**config.mk**
```make
export PLATFORM = sky130hd
export DESIGN_NAME = ss_pwm_timebase
export DESIGN_NICKNAME = d
export VERILOG_FILES = /design/src/rtl/ss_pwm_pkg.sv /design/src/rtl/ss_pwm_sync.sv /design/src/rtl/ss_pwm_sweep.sv /design/src/rtl/ss_pwm_period.sv /design/src/rtl/ss_pwm_gate.sv /design/src/rtl/ss_pwm_timebase.sv
export SDC_FILE = /design/constraint.sdc
export NUM_CORES = 1
export LEC_CHECK = 0
export ABC_AREA = 1
export BUFFER_PORTS_ARGS = -buffer_cell sky130_fd_sc_hd__buf_2
export CORE_UTILIZATION = 40
export CTS_CLUSTER_SIZE = 12
export DETAILED_ROUTE_END_ITERATION = 8
export HOLD_SLACK_MARGIN = 0.02
export PLACE_DENSITY_LB_ADDON = 0.25
export SYNTH_ARGS = -nofsm -noshare
export SYNTH_HDL_FRONTEND = slang
export SYNTH_HIERARCHICAL = 1
export SYNTH_SLANG_ARGS = --single-unit
```
**constraint.sdc**
```tcl
create_clock -name clk -period 3.42 [get_ports clk]
set_clock_uncertainty 0.15 [all_clocks]
set_input_delay 0.684 -clock clk [delete_from_list [all_inputs] [get_ports clk]]
set_output_delay 0.684 -clock clk [all_outputs]
set_load 0.1 [all_outputs]
```
**src/rtl/ss_pwm_pkg.sv**
```systemverilog
`timescale 1ns/1ps
package ss_pwm_pkg;

    // Gate control states
    typedef enum logic [1:0] {
        GS_IDLE    = 2'd0,   // gate low, waiting for the next cycle start
        GS_BLANK   = 2'd1,   // gate high, minimum on-time still running
        GS_CONDUCT = 2'd2    // gate high, terminate requests accepted
    } gate_state_e;

endpackage

```
**src/rtl/ss_pwm_sync.sv**
```systemverilog
`timescale 1ns/1ps
// Multi-stage synchroniser for the asynchronous terminate request.
module ss_pwm_sync #(
    parameter int STAGES = 2
) (
    input  logic clk,
    input  logic rst_n,
    input  logic d_i,
    output logic q_o
);
    generate
        if (STAGES <= 1) begin : g_single
            logic q_q;
            always_ff @(posedge clk or negedge rst_n) begin
                if (!rst_n) q_q <= 1'b0;
                else        q_q <= d_i;
            end
            assign q_o = q_q;
        end else begin : g_chain
            logic [STAGES-1:0] sr_q;
            always_ff @(posedge clk or negedge rst_n) begin
                if (!rst_n) sr_q <= '0;
                else        sr_q <= {sr_q[STAGES-2:0], d_i};
            end
            assign q_o = sr_q[STAGES-1];
        end
    endgenerate
endmodule

```
**src/rtl/ss_pwm_sweep.sv**
```systemverilog
`timescale 1ns/1ps
// Triangular period sweep: one step per cycle, reverses at the window edges.
module ss_pwm_sweep #(
    parameter int unsigned NOM  = 833,
    parameter int unsigned DEV  = 56,
    parameter int unsigned STEP = 1,
    parameter int unsigned PW   = 10
) (
    input  logic          clk,
    input  logic          rst_n,
    input  logic          adv_i,
    output logic [PW-1:0] period_o
);
    localparam int unsigned PER_HI = NOM + DEV;
    localparam int unsigned PER_LO = NOM - DEV;
    localparam logic [PW:0] HI_X   = (PW+1)'(PER_HI);
    localparam logic [PW:0] LO_X   = (PW+1)'(PER_LO + STEP);
    localparam logic [PW:0] STEP_X = (PW+1)'(STEP);

    logic [PW-1:0] per_q;
    assign period_o = per_q;

    generate
        if (DEV == 0 || STEP == 0) begin : g_fixed
            // No sweep: period pinned to nominal
            always_ff @(posedge clk or negedge rst_n) begin
                if (!rst_n) per_q <= PW'(NOM);
                else        per_q <= PW'(NOM);
            end
            logic unused_adv;
            assign unused_adv = adv_i;
        end else begin : g_tri
            logic          up_q, up_n;
            logic [PW-1:0] per_n;
            logic [PW:0]   per_x, raise_x, lower_x;

            assign per_x   = {1'b0, per_q};
            assign raise_x = per_x + STEP_X;
            assign lower_x = per_x - STEP_X;

            always_comb begin
                per_n = per_q;
                up_n  = up_q;
                if (up_q) begin
                    if (raise_x <= HI_X) begin
                        per_n = raise_x[PW-1:0];
                    end else begin
                        per_n = lower_x[PW-1:0];
                        up_n  = 1'b0;
                    end
                end else begin
                    if (per_x >= LO_X) begin
                        per_n = lower_x[PW-1:0];
                    end else begin
                        per_n = raise_x[PW-1:0];
                        up_n  = 1'b1;
                    end
                end
            end

            always_ff @(posedge clk or negedge rst_n) begin
                if (!rst_n) begin
                    per_q <= PW'(NOM);
                    up_q  <= 1'b1;
                end else if (adv_i) begin
                    per_q <= per_n;
                    up_q  <= up_n;
                end
            end
        end
    endgenerate
endmodule

```
**src/rtl/ss_pwm_period.sv**
```systemverilog
`timescale 1ns/1ps
// Cycle counter: wraps after period_i clocks and flags the cycle start.
module ss_pwm_period #(
    parameter int unsigned PW = 10
) (
    input  logic          clk,
    input  logic          rst_n,
    input  logic [PW-1:0] period_i,
    output logic          wrap_o,
    output logic          start_o
);
    logic [PW-1:0] cnt_q;
    logic          start_q;

    assign wrap_o  = (cnt_q == period_i - PW'(1));
    assign start_o = start_q;

    always_ff @(posedge clk or negedge rst_n) begin
        if (!rst_n) begin
            cnt_q   <= '0;
            start_q <= 1'b0;
        end else begin
            cnt_q   <= wrap_o ? '0 : cnt_q + PW'(1);
            start_q <= wrap_o;
        end
    end
endmodule

```
**src/rtl/ss_pwm_gate.sv**
```systemverilog
`timescale 1ns/1ps
// Gate control state machine: blanking, conduction, duty cap, hold-off.
module ss_pwm_gate
    import ss_pwm_pkg::*;
#(
    parameter int unsigned PW         = 10,
    parameter int unsigned MIN_ON     = 24,
    parameter int unsigned DUTY_NUM   = 3,
    parameter int unsigned DUTY_SHIFT = 2
) (
    input  logic          clk,
    input  logic          rst_n,
    input  logic          wrap_i,
    input  logic          hold_i,
    input  logic          term_i,
    input  logic [PW-1:0] period_i,
    output logic          gate_o
);
    localparam int unsigned MW       = PW + $clog2(DUTY_NUM + 1);
    localparam logic [PW-1:0] MIN_ON_V = PW'(MIN_ON);

    gate_state_e   st_q, st_n;
    logic [PW-1:0] ton_q, ton_n;
    logic          pend_q, pend_n;
    logic [MW-1:0] prod;
    logic [PW-1:0] cap;

    // Duty cap in clocks for the current period
    assign prod = MW'(period_i) * MW'(DUTY_NUM);
    assign cap  = PW'(prod >> DUTY_SHIFT);

    // State register
    always_ff @(posedge clk or negedge rst_n) begin
        if (!rst_n) begin
            st_q   <= GS_IDLE;
            ton_q  <= '0;
            pend_q <= 1'b0;
        end else begin
            st_q   <= st_n;
            ton_q  <= ton_n;
            pend_q <= pend_n;
        end
    end

    // Next-state logic
    always_comb begin
        st_n   = st_q;
        ton_n  = ton_q;
        pend_n = pend_q;
        if (hold_i) begin
            st_n = GS_IDLE;                       // force-off
        end else if (wrap_i) begin
            st_n   = GS_BLANK;                    // start
            ton_n  = PW'(1);
            pend_n = 1'b0;
        end else begin
            unique case (st_q)
                GS_IDLE: begin
                    st_n = GS_IDLE;
                end
                GS_BLANK: begin
                    if (ton_q < MIN_ON_V) begin
                        pend_n = pend_q | term_i;  // defer request
                        ton_n  = ton_q + PW'(1);
                    end else if (pend_q || term_i || ton_q >= cap) begin
                        st_n = GS_IDLE;            // early-stop
                    end else begin
                        st_n  = GS_CONDUCT;        // unblank
                        ton_n = ton_q + PW'(1);
                    end
                end
                GS_CONDUCT: begin
                    if (term_i || ton_q >= cap) begin
                        st_n = GS_IDLE;            // stop
                    end else begin
                        ton_n = ton_q + PW'(1);
                    end
                end
                default: begin
                    st_n = GS_IDLE;
                end
            endcase
        end
    end

    // Output
    always_comb begin
        gate_o = (st_q != GS_IDLE);
    end
endmodule

```
**src/rtl/ss_pwm_timebase.sv**
```systemverilog
`timescale 1ns/1ps
// Spread-spectrum PWM timebase top level.
module ss_pwm_timebase #(
    parameter int unsigned NOM_PERIOD  = 833,  // clocks per nominal cycle
    parameter int unsigned SWEEP_DEV   = 56,   // peak period deviation, clocks
    parameter int unsigned SWEEP_STEP  = 1,    // period change per cycle
    parameter int unsigned MIN_ON_CLKS = 24,   // blanking / minimum on-time
    parameter int unsigned DUTY_NUM    = 3,    // duty cap numerator
    parameter int unsigned DUTY_SHIFT  = 2,    // duty cap denominator = 2^shift
    parameter int unsigned SYNC_STAGES = 2
) (
    input  logic clk,
    input  logic rst_n,
    input  logic hold_off_i,
    input  logic term_req_i,
    output logic gate_on_o,
    output logic cycle_start_o
);
    localparam int unsigned PER_HI = NOM_PERIOD + SWEEP_DEV;
    localparam int unsigned PW     = $clog2(PER_HI + 1);

    logic [PW-1:0] cur_period;
    logic          wrap;
    logic          term_s;

    ss_pwm_sync #(.STAGES(SYNC_STAGES)) u_sync (
        .clk   (clk),
        .rst_n (rst_n),
        .d_i   (term_req_i),
        .q_o   (term_s)
    );

    ss_pwm_sweep #(
        .NOM  (NOM_PERIOD),
        .DEV  (SWEEP_DEV),
        .STEP (SWEEP_STEP),
        .PW   (PW)
    ) u_sweep (
        .clk      (clk),
        .rst_n    (rst_n),
        .adv_i    (wrap),
        .period_o (cur_period)
    );

    ss_pwm_period #(.PW(PW)) u_period (
        .clk      (clk),
        .rst_n    (rst_n),
        .period_i (cur_period),
        .wrap_o   (wrap),
        .start_o  (cycle_start_o)
    );

    ss_pwm_gate #(
        .PW         (PW),
        .MIN_ON     (MIN_ON_CLKS),
        .DUTY_NUM   (DUTY_NUM),
        .DUTY_SHIFT (DUTY_SHIFT)
    ) u_gate (
        .clk      (clk),
        .rst_n    (rst_n),
        .wrap_i   (wrap),
        .hold_i   (hold_off_i),
        .term_i   (term_s),
        .period_i (cur_period),
        .gate_o   (gate_on_o)
    );
endmodule

```
-- Word-level counts from Yosys, hierarchy flattened
Cells that the tools add are included.
- memories kept: 0
- input port bits: 4
- bits in latches: 0
- output and inout bits: 2
- ROM bits: 0
- bits in registers: 37
- bits in writable memories: 0
- word-level logic and storage cells: 58
- bitwise operators: 2
- multiply operators: 1
- eq/ne operators: 7
- $add $sub $neg: 5
- order comparisons: 4
- shift-type cells: 0
- reductions and logical operators: 10
- divide/modulo/power cells: 0
- mux-type cells: 21
- operator list (kind ; number):
    two-way mux 10 bit ; 8
    adder 10 x 1 -> 10 bit (second input constant) ; 2
    one-hot mux 10 bit (2 select lines) ; 1
    subtractor 10 x 1 -> 10 bit (second input constant) ; 2
    multiplier 10 x 2 -> 12 bit (second input constant) ; 1
    adder 10 x 1 -> 11 bit (second input constant) ; 1
    less-or-equal comparator 11 x 10 -> 1 bit (second input constant) ; 1
    == test 10 bit ; 1
    >= comparator 10 bit ; 1
    >= comparator 10 bit (second input constant) ; 1
    < comparator 10 x 5 -> 1 bit (second input constant) ; 1
    two-way mux 2 bit ; 5
    != test 4 x 3 -> 1 bit (second input constant) ; 2
    two-way mux 1 bit ; 6
    nonzero test 2 bit ; 3
    != test 4 bit (second input constant) ; 1
    one-hot mux 2 bit (2 select lines) ; 1
    AND reduction 4 bit ; 1
    logical OR 1 bit ; 3
    != test 3 bit (second input constant) ; 1
    AND reduction 3 bit ; 1
    nonzero test 3 bit ; 1
    == test 2 x 1 -> 1 bit (second input constant) ; 1
    == test 2 bit (second input constant) ; 1
    other kinds (3) ; 3

-- Logic depth before layout (Yosys ltp)
- depth in word-level cells: 8
- depth in mapped cells: 19

-- Hierarchy
Netlist, hierarchy kept.
- by module, submodules not included (module ; cells an instance ; area each (µm²) ; times used):
    ss_pwm_gate ; 210 ; 1517.7 ; 1
    ss_pwm_sweep ; 181 ; 1144.8 ; 1
    ss_pwm_period ; 139 ; 885.8 ; 1
    ss_pwm_sync ; 2 ; 50.0 ; 1

-- Worst setup path after synthesis
Ideal clock, no wire load.
- kind: reg2reg
- from: reg u_sweep.per_q[1], in the netlist u_sweep/period_o[1]
- to: reg u_gate.ton_q[0]
- cell stages (with the launch flop): 20
- setup time: 0.117 ns
- buffers on the path: 0
- arrival: 2.637 ns
- slack: 0.515 ns
- period minus slack after synthesis: 2.905 ns
- cells stage by stage: dfrtp_1 nand2_1 inv_1 fa_1 nand3_1 nand2_1 a21o_1 a21oi_1 xor2_1 ha_1 nand2_1 inv_1 nand2_1 nand2_1 nand2_1 nand4_1 nand2_2 nand3_2 nand2_1 nand2_1
- cells in the longest elaborated chain, start to end: 5
- elaborated cells between the ends (all ways): 11
- RTL lines (item ; RTL line ; text):
    start, declared ; ss_pwm_sweep.sv:20 ; logic [PW-1:0] per_q;
    start signal, assigned ; ss_pwm_sweep.sv:63 ; per_q <= PW'(NOM);
    start signal, assigned ; ss_pwm_sweep.sv:66 ; per_q <= per_n;
    multiplier 10 x 2 -> 12 bit ; ss_pwm_gate.sv:29 ; assign prod = MW'(period_i) * MW'(DUTY_NUM);
    >= comparator 10 bit ; ss_pwm_gate.sv:65, ss_pwm_gate.sv:73 ;
    logical OR 1 bit, on equally long branches ; ss_pwm_gate.sv:65, ss_pwm_gate.sv:73 ;
    != test 4 x 3 -> 1 bit (no line) or != test 3 bit (tied branches) ; - ;
    AND reduction 4 bit (no line) ; - ;
    end signal, assigned ; ss_pwm_gate.sv:40 ; ton_q <= ton_n;
    end, declared ; ss_pwm_gate.sv:23 ; logic [PW-1:0] ton_q, ton_n;
Several ways; a longest one is shown, not always the timed one.
A chain may end at the register's enable or synchronous reset.

-- Final worst setup path
- from: reg u_sweep.per_q[0], in the netlist u_sweep/period_o[0]
- to: reg u_gate.ton_q[3]
The elaborated chain is that of the path after synthesis.

==> impl_results.rst <==
.. list-table::
   :header-rows: 1

   * - Metric
     - Value
   * - Core area
     - 0.00872 mm^2
   * - Finished layout cell area
     - 0.00388 mm^2
   * - Xor/xnor cell area share of the yosys netlist
     - 0.0803
   * - Run status
     - finished clean
   * - Setup TNS Final
     - 0 ns
   * - Startpoint type of the worst setup path
     - register
   * - Compound-Gate Fraction of Synth Area
     - 0.0897
   * - FF+latch count, synth
     - 37
   * - Gate count after technology mapping
     - 532
   * - Fin worst setup slack
     - 0.297 ns
   * - Depth of the most critical reg-to-reg path
     - 16
   * - Port Buffer Count
     - 5
   * - Number of warning messages in the yosys log
     - 6
   * - Row cnt
     - 34
   * - Initial antenna violation count
     - 0
   * - Dpl cells
     - 647
   * - Synth-to-Final Area Change
     - 7.79%
   * - CP Max Fanout
     - 10
   * - Clock latency on the worst-skew pair
     - 0.29 ns
   * - Overall power consumption
     - around 800 uW
   * - Via count of the first global-routing pass
     - 3218
   * - Final number of setup-violating endpoints
     - 0
   * - Measured slew at the worst slew-check pin
     - ~0.85 ns
   * - Fraction of the yosys area taken by sequential cells
     - 0.259
   * - Number of cells on the worst hold path
     - 0
   * - Max IR drop VDD
     - 0.174 mV
   * - Dominant combinational cell family by area after synthesis
     - simple AND/OR/NAND/NOR gates
   * - I/O pin count
     - 6
   * - Area used by multi-input combinational logic
     - 0.00232 mm^2
   * - H-tree depth reported by CTS
     - 2
   * - Total count of hold-check failures in the final report
     - 0
   * - Max-capacitance violation count
     - 0
   * - Most used routing layer
     - met2
   * - Largest net degree at the start of global routing
     - 38
   * - Starting Density
     - 0.413
   * - Reg area
     - 932 um^2
   * - Detailed-placement wirelength estimate
     - 6310 um
   * - Worst reg2reg endpoint
     - u_gate/ton_q[3]$_DFFE_PN0P_
   * - Post-synthesis adder-cell area fraction
     - 0.0925
   * - Startpoint-to-endpoint class of the critical path
     - register to register
   * - Via count
     - 3308
   * - Slack of the worst reg-to-reg path
     - roughly 0.30 ns
   * - DRC violations left
     - 0
   * - Routed wire per std cell
     - 12.7 um
   * - Worst-case setup slack after placement
     - 0.297 ns
   * - Remaining global-route overflow
     - 0
   * - Source of the worst register-to-register timing path
     - u_sweep/period_o[0]$_DFFE_PN1P_
   * - Area of the mapped netlist
     - about 0.0036 mm^2
   * - Placer Congestion
     - just under 0.9
   * - Time the final worst path needs with I/O delays and setup
     - 3.12 ns
   * - Final-report max-slew violation count
     - 0
   * - Detailed-routing iteration count for the pre-antenna-repair pass
     - 4
   * - Met2 usage
     - 0.311
   * - Starting DRT DRC Count
     - 143
   * - Filler cells
     - 890
   * - TritonCTS clock tree
     - done
   * - Synthesized area per cell
     - 6.76 um^2
   * - Power per standard cell area
     - 206 mW/mm^2
   * - Diodes inserted
     - 0
   * - Achievable clock frequency
     - approximately 320 MHz
   * - Async set or reset register ratio after synthesis
     - 1.00
   * - Post-Place Cell Area
     - 0.00377 mm^2
   * - Die Area
     - ~0.0094 mm^2
   * - Number of clock buffers inserted by TritonCTS
     - 5
   * - Aggregate global-route resource usage
     - 0.189
   * - Number of clock sinks
     - 37
   * - Sink of the worst hold path
     - u_sync/g_chain.sr_q[1]$_DFF_PN0_
   * - Floorplan die width
     - between 90 and 100 um
   * - Final net count
     - 576
   * - Number of nets in the synthesized netlist
     - 562
   * - Unrepaired setup endpoints after global routing
     - no
   * - Post-route fraction of the period consumed by the critical path
     - 0.913
   * - Critical Path RT
     - approximately 3.5 ns
   * - Number of standard cells in the layout, taps in and fillers out
     - 655
   * - Worst-path clk slew
     - 0.08 ns
   * - Worst path arrival time
     - 3.20 ns
   * - Top flip-flop cell by instance count after synthesis
     - sky130_fd_sc_hd__dfrtp_1
   * - Relative slew margins
     - 0.432
   * - Max Root-Sink Buffers
     - 2
   * - Fraction of met3 tracks used by global routing
     - 0.0238
   * - Fraction of final layout cells with drive strength greater than 1
     - 0.126
   * - Cell chosen for the clock root
     - sky130_fd_sc_hd__clkbuf_8
   * - Met1 usage
     - 0.259
   * - Min-Delay Path Class
     - register to register
   * - Y dimension of the die
     - 96.8 um
   * - Total wirelength of the detailed-routed design
     - ~8300 um
   * - Multiplexer fraction of the synthesized cell area
     - 0
   * - Number of synthesized flops with an enable pin
     - 0
   * - Worst hold start
     - u_sync/g_chain.sr_q[0]$_DFF_PN0_
   * - Vias per inst
     - 5.05
   * - Remaining antenna violation count after routing
     - 0
   * - First-pass GRT wire length
     - 14800 um
   * - Static leakage power
     - 0.00206 uW
   * - Post-synth cell types
     - 42
   * - Crit path capture type
     - register
   * - Number of buffers inserted by hold repair at cts
     - 0
   * - Simple-gate portion of the synthesized area
     - 0.380
-- per-stage QoR --
stage | util | hold WS [ns]
2_1_floorplan | - | 0.181
3_3_place_gp | 0.432 | 0.196
3_5_place_dp | 0.432 | 0.199
4_1_cts | 0.444 | 0.227
5_1_grt | 0.445 | 0.234
6_report | 0.445 | 0.229
-- logic make-up after synthesis --
group / after synthesis
buffers and inverters: 82
flip-flops: 37
adder cells (fa/ha/maj): 26
AND/OR/NAND/NOR: 299
XOR/XNOR: 33
AO/OA/AOI/OAI: 55
-- synth_stat cells (all sizes together) (2+ instances only) --
| cell type | n | area share |
|---|---|---|
| a21o | 3 | 0.0066 |
| a21oi | 31 | 0.045 |
| buf | 8 | 0.017 |
| clkbuf | 2 | 0.0021 |
| dfrtp | 32 | 0.22 |
| dfstp | 5 | 0.037 |
| ha | 25 | 0.087 |
| inv | 71 | 0.074 |
| nand2 | 156 | 0.17 |
| nand2b | 2 | 0.0035 |
| nand3 | 40 | 0.063 |
| nand4 | 20 | 0.035 |
| nor2 | 71 | 0.084 |
| nor3 | 7 | 0.016 |
| o211ai | 2 | 0.0042 |
| o21ai | 12 | 0.018 |
| o21bai | 4 | 0.0083 |
| or2 | 2 | 0.0035 |
| xnor2 | 12 | 0.029 |
| xor2 | 21 | 0.051 |
-- flip-flops by register name, summed over array words and instances (netlist names) --
signal	flops
u_gate/ton_q	10
u_sweep/period_o	10
u_period/cnt_q	10
u_sweep/g_tri.up_q	1
u_gate/pend_q	1
u_sync/g_chain.sr_q	2
u_gate/st_q	2
u_period/start_o	1
-- worst max path at each step --
stage / startpoint / end / cells after the start
4_1_cts: u_sweep/period_o[0]$_DFFE_PN1P_ / u_gate/ton_q[3]$_DFFE_PN0P_ / 16
5_1_grt: u_sweep/period_o[0]$_DFFE_PN1P_ / u_gate/ton_q[1]$_DFFE_PN0P_ / 17
6_report: u_sweep/period_o[0]$_DFFE_PN1P_ / u_gate/ton_q[3]$_DFFE_PN0P_ / 16
3_3_place_gp: u_sweep/period_o[0]$_DFFE_PN1P_ / u_gate/ton_q[9]$_DFFE_PN0P_ / 16
2_1_floorplan: u_sweep/period_o[1]$_DFFE_PN0P_ / u_gate/ton_q[0]$_DFFE_PN0P_ / 19
3_5_place_dp: u_sweep/period_o[0]$_DFFE_PN1P_ / u_gate/ton_q[3]$_DFFE_PN0P_ / 16
-- critical path, stage by stage (launching register included) --
cell and delay (ns):
sky130_fd_sc_hd__dfstp_2 0.62, sky130_fd_sc_hd__nand2_1 0.09, sky130_fd_sc_hd__inv_1 0.13, sky130_fd_sc_hd__fa_1 0.23, sky130_fd_sc_hd__nand3_1 0.07, sky130_fd_sc_hd__nand2_1 0.13, sky130_fd_sc_hd__nand4_1 0.09, sky130_fd_sc_hd__o211ai_1 0.16
sky130_fd_sc_hd__a21oi_1 0.14, sky130_fd_sc_hd__ha_1 0.31, sky130_fd_sc_hd__a21o_1 0.16, sky130_fd_sc_hd__nor2_1 0.13, sky130_fd_sc_hd__nand4_1 0.12, sky130_fd_sc_hd__nand2_1 0.13, sky130_fd_sc_hd__buf_4 0.20, sky130_fd_sc_hd__nand4_1 0.11
sky130_fd_sc_hd__nand2_1 0.08
-- report_power, final --
part	switching, uW	internal, uW
Sequential	1.46	439
Combinational	10.7	2.15
Clock	165	183
Total	177	624
-- final cells by class --
cell class | instances | area share
flip-flops and latches | 37 | 0.240
repair buffers | 18 | 0.0316
multi-input cells | 413 | 0.598
clock buffers | 7 | 0.0248
inverters | 71 | 0.0687
clock inverters | 1 | 0.00129
well taps | 108 | 0.0348
-- cells in the final DEF, fill, tap and decap left out, types with 2 or more instances in the layout --
| master | count |
|---|---|
| sky130_fd_sc_hd__nand2_1 | 146 |
| sky130_fd_sc_hd__a21oi_1 | 29 |
| sky130_fd_sc_hd__nand3_4 | 2 |
| sky130_fd_sc_hd__inv_1 | 66 |
| sky130_fd_sc_hd__inv_2 | 5 |
| sky130_fd_sc_hd__ha_1 | 25 |
| sky130_fd_sc_hd__o21bai_1 | 4 |
| sky130_fd_sc_hd__buf_4 | 13 |
| sky130_fd_sc_hd__o21ai_0 | 7 |
| sky130_fd_sc_hd__dfstp_2 | 5 |
| sky130_fd_sc_hd__xnor2_1 | 12 |
| sky130_fd_sc_hd__xor2_1 | 21 |
| sky130_fd_sc_hd__a21oi_2 | 2 |
| sky130_fd_sc_hd__o211ai_1 | 2 |
| sky130_fd_sc_hd__nor3_1 | 4 |
| sky130_fd_sc_hd__clkbuf_8 | 7 |
| sky130_fd_sc_hd__dfrtp_1 | 32 |
| sky130_fd_sc_hd__nand3_1 | 36 |
| sky130_fd_sc_hd__nand2_2 | 7 |
| sky130_fd_sc_hd__nor3_2 | 2 |
| sky130_fd_sc_hd__a21o_1 | 2 |
| sky130_fd_sc_hd__nand2b_1 | 2 |
| sky130_fd_sc_hd__nand3_2 | 2 |
| sky130_fd_sc_hd__buf_2 | 5 |
| sky130_fd_sc_hd__nand4_1 | 20 |
| sky130_fd_sc_hd__nand2_4 | 3 |
| sky130_fd_sc_hd__nor2_1 | 61 |
| sky130_fd_sc_hd__nor2_4 | 2 |
| sky130_fd_sc_hd__o21ai_1 | 4 |
| sky130_fd_sc_hd__nor2_2 | 8 |
-- layer usage --
layer,part of all wire,wire [um]
met1,0.49,4090
met2,0.46,3800
met5,0,0
met4,0.011,95
met3,0.042,349
-- what timing repair did --
action,CTS,global route
resized for setup,0,1
setup buffers,0,0
setup endpoints to repair,0,8
(Power assumes the default switching activity.)
